### src/rtl/imc_pkg.sv
package imc_pkg;
  localparam int COND_W   = 16;
  localparam int RSVD_BIT = 4;
  localparam int OFF_MASK = 8;
  localparam int OFF_SET  = 9;
  localparam int OFF_CLR  = 10;

  typedef enum logic [1:0] {WK_NONE, WK_LOAD, WK_SET, WK_KEEP} wkind_e;
  typedef enum logic [1:0] {RS_NONE, RS_MASK, RS_RAW, RS_COND} rsel_e;

  localparam logic [COND_W-1:0] RSVD_MASK = ~(COND_W'(1) << RSVD_BIT);

  function automatic logic [COND_W-1:0] mask_update(
      input wkind_e k, input logic [COND_W-1:0] cur, input logic [COND_W-1:0] wd);
    case (k)
      WK_LOAD: return wd;
      WK_SET:  return cur | wd;
      WK_KEEP: return cur & wd;
      default: return cur;
    endcase
  endfunction

  function automatic logic [COND_W-1:0] raw_image(input logic [COND_W-1:0] st);
    return st & RSVD_MASK;
  endfunction
endpackage

### src/rtl/imc_decode.sv
module imc_decode
  import imc_pkg::*;
#(
  parameter int ADDR_W = 6
) (
  input  logic              en_i,
  input  logic              wr_i,
  input  logic [ADDR_W-1:0] addr_i,
  output wkind_e            wkind_o,
  output rsel_e             rsel_o,
  output logic              rd_o
);
  localparam logic [ADDR_W-1:0] A_MASK = ADDR_W'(OFF_MASK);
  localparam logic [ADDR_W-1:0] A_SET  = ADDR_W'(OFF_SET);
  localparam logic [ADDR_W-1:0] A_CLR  = ADDR_W'(OFF_CLR);

  always_comb begin
    wkind_o = WK_NONE;
    rsel_o  = RS_NONE;
    rd_o    = en_i && !wr_i;
    if (en_i && wr_i) begin
      if (addr_i == A_MASK)     wkind_o = WK_LOAD;
      else if (addr_i == A_SET) wkind_o = WK_SET;
      else if (addr_i == A_CLR) wkind_o = WK_KEEP;
    end
    if (en_i && !wr_i) begin
      if (addr_i == A_MASK)     rsel_o = RS_MASK;
      else if (addr_i == A_SET) rsel_o = RS_RAW;
      else if (addr_i == A_CLR) rsel_o = RS_COND;
    end
  end
endmodule

### src/rtl/imc_mask_reg.sv
module imc_mask_reg
  import imc_pkg::*;
(
  input  logic              clk,
  input  logic              rst_n,
  input  logic              clr_i,
  input  wkind_e            wkind_i,
  input  logic [COND_W-1:0] wdata_i,
  output logic [COND_W-1:0] mask_o,
  output logic [COND_W-1:0] mask_nxt_o
);
  always_comb mask_nxt_o = clr_i ? '0 : mask_update(wkind_i, mask_o, wdata_i);

  always_ff @(posedge clk or negedge rst_n)
    if (!rst_n) mask_o <= '0;
    else        mask_o <= mask_nxt_o;
endmodule

### src/rtl/imc_cond.sv
module imc_cond
  import imc_pkg::*;
(
  input  logic              clk,
  input  logic              rst_n,
  input  logic              clr_i,
  input  logic [COND_W-1:0] status_i,
  input  logic [COND_W-1:0] mask_nxt_i,
  output logic [COND_W-1:0] raw_o,
  output logic [COND_W-1:0] cond_o,
  output logic              irq_o
);
  logic [COND_W-1:0] raw_d, cond_d;

  always_comb begin
    raw_d  = raw_image(status_i);
    cond_d = raw_d & mask_nxt_i;
  end

  always_ff @(posedge clk or negedge rst_n)
    if (!rst_n) begin
      raw_o <= '0; cond_o <= '0; irq_o <= 1'b0;
    end else if (clr_i) begin
      raw_o <= '0; cond_o <= '0; irq_o <= 1'b0;
    end else begin
      raw_o  <= raw_d;
      cond_o <= cond_d;
      irq_o  <= |cond_d;
    end
endmodule

### src/rtl/imc_rdport.sv
module imc_rdport
  import imc_pkg::*;
(
  input  logic              clk,
  input  logic              rst_n,
  input  logic              rd_i,
  input  rsel_e             rsel_i,
  input  logic [COND_W-1:0] mask_i,
  input  logic [COND_W-1:0] raw_i,
  input  logic [COND_W-1:0] cond_i,
  output logic [COND_W-1:0] rdata_o,
  output logic              rvalid_o
);
  logic [COND_W-1:0] sel_d;

  always_comb
    case (rsel_i)
      RS_MASK: sel_d = mask_i;
      RS_RAW:  sel_d = raw_i;
      RS_COND: sel_d = cond_i;
      default: sel_d = '0;
    endcase

  always_ff @(posedge clk or negedge rst_n)
    if (!rst_n) begin
      rdata_o <= '0; rvalid_o <= 1'b0;
    end else begin
      rvalid_o <= rd_i;
      if (rd_i) rdata_o <= sel_d;
    end
endmodule

### src/rtl/irq_mask_cond.sv
module irq_mask_cond
  import imc_pkg::*;
#(
  parameter int ADDR_W = 6
) (
  input  logic              clk,
  input  logic              rst_n,
  input  logic              clr_all_i,
  input  logic [15:0]       status_i,
  input  logic              acc_en_i,
  input  logic              acc_wr_i,
  input  logic [ADDR_W-1:0] acc_addr_i,
  input  logic [15:0]       wdata_i,
  output logic [15:0]       rd_data_o,
  output logic              rd_valid_o,
  output logic              irq_o
);
  wkind_e            wkind;
  rsel_e             rsel;
  logic              rd_evt;
  logic [COND_W-1:0] mask_q, mask_nxt, raw_q, cond_q;

  imc_decode #(.ADDR_W(ADDR_W)) u_dec (
    .en_i(acc_en_i), .wr_i(acc_wr_i), .addr_i(acc_addr_i),
    .wkind_o(wkind), .rsel_o(rsel), .rd_o(rd_evt));

  imc_mask_reg u_mask (
    .clk(clk), .rst_n(rst_n), .clr_i(clr_all_i), .wkind_i(wkind),
    .wdata_i(wdata_i), .mask_o(mask_q), .mask_nxt_o(mask_nxt));

  imc_cond u_cond (
    .clk(clk), .rst_n(rst_n), .clr_i(clr_all_i), .status_i(status_i),
    .mask_nxt_i(mask_nxt), .raw_o(raw_q), .cond_o(cond_q), .irq_o(irq_o));

  imc_rdport u_rd (
    .clk(clk), .rst_n(rst_n), .rd_i(rd_evt), .rsel_i(rsel),
    .mask_i(mask_q), .raw_i(raw_q), .cond_i(cond_q),
    .rdata_o(rd_data_o), .rvalid_o(rd_valid_o));
endmodule

### config.mk
export PLATFORM = sky130hd
export DESIGN_NAME = irq_mask_cond
export DESIGN_NICKNAME = d
export VERILOG_FILES = /design/src/rtl/imc_pkg.sv /design/src/rtl/imc_decode.sv /design/src/rtl/imc_mask_reg.sv /design/src/rtl/imc_cond.sv /design/src/rtl/imc_rdport.sv /design/src/rtl/irq_mask_cond.sv
export SDC_FILE = /design/constraint.sdc
export NUM_CORES = 1
export LEC_CHECK = 0
export BUFFER_PORTS_ARGS = -buffer_cell sky130_fd_sc_hd__buf_2
export CORE_MARGIN = 2
export CORE_UTILIZATION = 54
export DETAILED_ROUTE_END_ITERATION = 7
export PLACE_DENSITY = 0.86
export RECOVER_POWER = 25
export SYNTH_ARGS = -nofsm -noshare
export SYNTH_HDL_FRONTEND = slang
export SYNTH_SLANG_ARGS = --single-unit
### constraint.sdc
create_clock -name clk -period 1.5 [get_ports clk]
set_clock_uncertainty 0.1 [all_clocks]
set_input_delay 0.15 -clock clk [delete_from_list [all_inputs] [get_ports clk]]
set_output_delay 0.15 -clock clk [all_outputs]
set_load 0.02 [all_outputs]
# == Word level (Yosys, flattened, before mapping) ==
# Cells that the tools add are included.
# totals
in_bits,43
wordCells,33
out_inout_bits,18
ff_bits,66
# op_classes
reduce_logical,4
n_eq_ne,9
bitwise,3
muxes,11
# ops
op,n
$pmux 16 s3,2
$mux 16,3
$and 16x16->16,2
$eq 6x4->1 const B,3
$or 16x16->16,1
$reduce_or 16->1,1
$mux 2,5
$eq 2x2->1 const B,4
$eq 2x1->1 const B,2
$logic_and 1x1->1,2
$logic_not 1->1,1
$mux 1,1

# == Depth between registers and ports, before layout ==
# logic_depth
depth_word,11
depth_mapped,12
mapped_depth_nobuf,10

# == Hierarchy ==
# A second synthesis with hierarchy kept.
# hier_totals
cells_unflattened,263
hier_area_um2,3125.5
# modules_own_cells
module,cells_per_inst,instances,seq_area_each_um2,area_per_inst_um2
imc_cond,74,1,775.7,1088.5
imc_rdport,92,1,425.4,1078.5
imc_mask_reg,88,1,400.4,887.1
imc_decode,9,1,0.0,71.3

# == Worst setup path after synthesis ==
# OpenSTA, ideal clock, no wires.
# synth_timing
path_kind,input port to flip-flop
startpoint,in acc_addr_i[2]
endpoint,reg u_cond.irq_o
setup_slack_ns,-0.753
t_arrival_ns,2.013
t_required_ns,1.260
path_buffers,2
stages,12
setup_ns,0.140
cell_sequence,nor4b_4 and2b_1 and3_2 inv_1 ha_1 buf_2 buf_2 o21ai_0 and4_1 nor2b_1 nor4_1 nand4_1
# synth_between
elab_chain_cells,11
word_cells_on_any_way,15
cone_classes,eq/ne: 6; mux: 7; bitwise: 1; reduce/logical: 1
# synth_lines
item,line_no,text
start: declaration,irq_mask_cond.sv:12,"input logic [ADDR_W-1:0] acc_addr_i,"
$eq 6x4->1,imc_decode.sv:24,else if (addr_i == A_CLR) wkind_o = WK_KEEP;
$mux 2,imc_decode.sv:24,
$mux 2,imc_decode.sv:23,else if (addr_i == A_SET) wkind_o = WK_SET;
$mux 2 *,imc_decode.sv:22,if (addr_i == A_MASK) wkind_o = WK_LOAD;
$mux 2 *,imc_decode.sv:21,if (en_i && wr_i) begin
$eq 2x2->1 or $eq 2x1->1 (tied branches),imc_pkg.sv:15,case (k)
$pmux 16 s3 *,imc_pkg.sv:15,
$mux 16 *,imc_mask_reg.sv:12,"always_comb mask_nxt_o = clr_i ? '0 : mask_update(wkind_i, mask_o, wdata_i);"
$and 16x16->16 *,imc_cond.sv:17,cond_d = raw_d & mask_nxt_i;
$reduce_or 16->1 *,imc_cond.sv:28,irq_o <= |cond_d;
$mux 1 *,imc_cond.sv:23,end else if (clr_i) begin
end signal: assignment,imc_cond.sv:28,
end: declaration,imc_cond.sv:11,output logic irq_o
# Mark *: on every way between the ends. The rest lies on a longest branch, timed or not.
# A chain may end at the register's enable or synchronous reset.

# == Final worst setup path ==
# Same ends and word-level chain as after synthesis.

==> impl_metrics.csv <==
group,metric,value,unit
yosys,synth.top_cell.area_share,0.532,
route,drtAntennaViolNets,0,
grt,grt_pass1_wl,15.8,mm
timing,finalHoldViolations,0,
yosys,yosys.area_share.simple,0.240,
final_layout,multi_input_area,1610,um^2
yosys,syn_area_per_cell,10.9,um^2
place,gp_congestion,0.829,
clock_tree,cts_max_level,3,
final_layout,fill_cells,220,
power_and_ir_drop,p_sw,926,uW
place,hpwlAfterDp,4.91,mm
final_layout,syn2layout_area_growth,57.5,%
yosys,syn_inst,277,
setup_path,crit_arrival,2.42,ns
clock_tree,numCtsBuffers,9,
floorplan,rows,27,
setup_path,r2r_end,"u_cond.irq_o",
min_path,hold_path.class,"in -> reg",
setup_path,critPathKind,"in -> reg",
route,finalWirelength,13.1,mm
floorplan,initial_core_util,0.554,
grt,grt_max_degree,65,
setup_path,worstSetupEndpointType,"flop",
run_status,status,"complete, but fails checks",
grt,antenna_found_initial,0,
grt,grt_pass1_vias,3134,
final_layout,n_antenna_cell,0,
clock_tree,clk_latency,0.36,ns
power_and_ir_drop,cellLeakagePower,2.19,nW
route,first_iter_violations,593,
power_and_ir_drop,p_total,4.13,mW
yosys,syn-cell-area,3010,um^2
setup_path,worstPathCellList,"buf_6, nor4b_4, and2b_1, and3_4, inv_4, ha_4, buf_4, a21o_1, nand2_1, a311oi_2, nor3_1, nand4_1",
floorplan,die_area,6190,um^2
timing,max_slew_margin,0.410,
timing,worst_pin_slew,0.884,ns
floorplan,die_y,78.7,um
route,drc,0,
yosys,synth_compound_area_frac,0.161,
final_layout,drive_above_1_share,0.493,
power_and_ir_drop,intPower,3.20,mW
timing,drv_slew,0,
power_and_ir_drop,vdd_drop_max,0.764,mV
yosys,synth_cell_types,42,
timing,fmax,438,MHz
power_and_ir_drop,power.density,869,nW/um^2
setup_path,slowest_stage,"nor4b_4",
setup_path,crit_fanout,5,
floorplan,core-area,5440,um^2
run_status,violations,"setup timing",
route,routed_via_density,6.91,
yosys,yosys-top-cells-count,"dfrtp_1, nor2b_1, a22oi_1, nand3b_1, nand2_1",
yosys,synth.largest_area_cell,"dfrtp_1",
job,drv_cap,0,
yosys,synth_edf_count,0,
min_path,hold_start,"wdata_i[2]",
setup_path,rrSetupSlack,-0.06,ns
yosys,yosysMostFrequentCell,"dfrtp_1",
floorplan,die_width,78.7,um
setup_path,ff2ff_path_depth,5,
route,routedWlPerCell,27.3,um
yosys,synthAdderAreaFrac,0.0166,
power_and_ir_drop,clkPwrFrac,0.499,
grt,grt-ovfl-total,0,
timing,min_period_over_period,1.52,
timing,setup_ws,-0.785,ns
power_and_ir_drop,p_comb_frac,0.075,
min_path,min_to,"u_mask.mask_o[2]",
yosys,muxShareOfSynthArea,0,
place,io_buffers,59,
timing,min_period,2.28,ns
yosys,synth-seq-area-share,0.532,
min_path,min_path_cells,3,
yosys,synth_top_family_by_area,"simple AND/OR/NAND/NOR gates",
power_and_ir_drop,switching_share,0.224,
yosys,synth_xor_area_frac,0.00291,
yosys,synth-main-ff-cell,"dfrtp_1",
timing,finalSetupViolations,39,
final_layout,num-nets-final,448,
floorplan,ios,61,
setup_path,cp_slowest_stage_delay,0.35,ns
clock_tree,clock-sinks,64,
final_layout,seq_area,1600,um^2
timing,whs,0.0375,ns
clock_tree,cts_tree,"done",
clock_tree,clk_pin_slew,0.09,ns
yosys,synth_seq_cells,64,
setup_path,reg2reg_from,"u_mask.mask_o[6]",
timing,rsz0062_at_grt,"yes",
power_and_ir_drop,p_seq_frac,0.427,
route,vias,3301,
setup_path,cp_data_required_time,1.64,ns
setup_path,startpoint_type,"input port",
yosys,syn_nets,324,
grt,grt_usage,0.344,
route,dr.pass1.iters,7,
yosys,synthArstFlopShare,1.00,
yosys,synth_warnings,0,
clock_tree,clock-root-buffer,"clkbuf_8",
clock_tree,clockBufferDepth,2,
yosys,synth.top_cells.by_area,"dfrtp_1, nor2b_1, a22oi_1",
sequential cells by signal, summed over array words and instances (netlist names):
register       cells
u_cond.irq_o       1
u_rd.rdata_o      16
u_rd.rvalid_o      1
u_mask.mask_o     16
u_cond.cond_o     15
u_cond.raw_o      15
kinds of logic after synthesis:
logic type | Yosys count
compound gates | 66
xor+xnor | 1
fa+ha+maj | 4
buf+inv | 26
flops | 64
simple gates | 116
worst max-delay path, delay by kind of cell:
kind                       cells  cell delay, ns
AOI/OAI and AO/OA              2            0.39
buffers and inverters          3            0.32
adders and majority gates      1            0.20
and+or+nand+nor                6            1.35
area by class of cell:
type	count	area share
timing repair buffer	133	0.243
multi-input combinational	187	0.339
inverter	6	0.00580
clock inverter	6	0.0274
clock buffer	10	0.0290
sequential	64	0.338
tap	72	0.0190
power by group through the flow:
| stage | Clock [mW] | Combinational (mW) | Sequential (mW) |
|---|---|---|---|
| after floorplan | 0 | 0.0636 | 1.79 |
| after global placement | 0 | 0.207 | 1.79 |
| after detailed placement | 0 | 0.212 | 1.79 |
| after CTS | 1.99 | 0.268 | 1.76 |
| after global routing | 2.12 | 0.322 | 1.76 |
| final | 2.06 | 0.308 | 1.76 |
per-layer routing:
| layer | GRT usage | share of wire | up-vias | wire length [um] |
|---|---|---|---|---|
| li1 | - | - | 1250 | - |
| met1 | 0.403 | 0.33 | 1569 | 4340 |
| met2 | 0.560 | 0.47 | 348 | 6110 |
| met3 | 0.0909 | 0.11 | 134 | 1450 |
| met4 | 0.225 | 0.089 | 0 | 1160 |
| met5 | 0 | 0 | - | 0 |
cell usage in the layout (no fill, tap or decap), types with 4 or more instances in the layout:
cell type	count
nor2_1	9
clkbuf_8	10
buf_6	19
nand2_1	16
a22oi_2	9
ha_4	4
dlygate4sd3_1	18
a21oi_1	4
o21ai_2	10
nor2b_2	4
and4_4	8
nand3b_1	20
dfrtp_1	64
bufinv_16	4
a22oi_1	21
o21ai_1	6
buf_4	26
nand3_1	10
nor2b_4	9
buf_2	56
buf_12	8
nor2b_1	14
repair_timing:
item	in CTS	in global routing
resized for setup	51	48
setup endpoints to repair	32	32
buffers inserted	17	13
endpoints found under the hold margin	82	0
pin swaps	33	32
cloned	2	2
hold buffers	18	0
stage by stage:
stage	util	std cells	instance area, um^2	setup TNS, ns	setup WS (ns)
after CTS	0.817	465	4450	-8.74	-0.509
after detailed placement	0.664	412	3610	-21.19	-1.09
after floorplan	-	277	3100	-9.88	-0.640
after global routing	0.872	478	4740	-17.97	-0.798
after global placement	0.664	412	3610	-17.32	-0.909
final	0.872	478	4740	-17.22	-0.785
how the worst max path moves through the flow:
stage	startpoint	endpoint	slack, ns	cells after the start
after floorplan	acc_addr_i[5]	u_cond.irq_o	-0.64	12
after global placement	acc_addr_i[5]	u_cond.irq_o	-0.91	12
after detailed placement	acc_addr_i[5]	u_cond.irq_o	-1.09	12
after CTS	acc_addr_i[4]	u_cond.irq_o	-0.51	12
after global routing	acc_addr_i[2]	u_cond.irq_o	-0.80	12
final	acc_addr_i[2]	u_cond.irq_o	-0.78	12
Power figures use the tool's default switching activity.
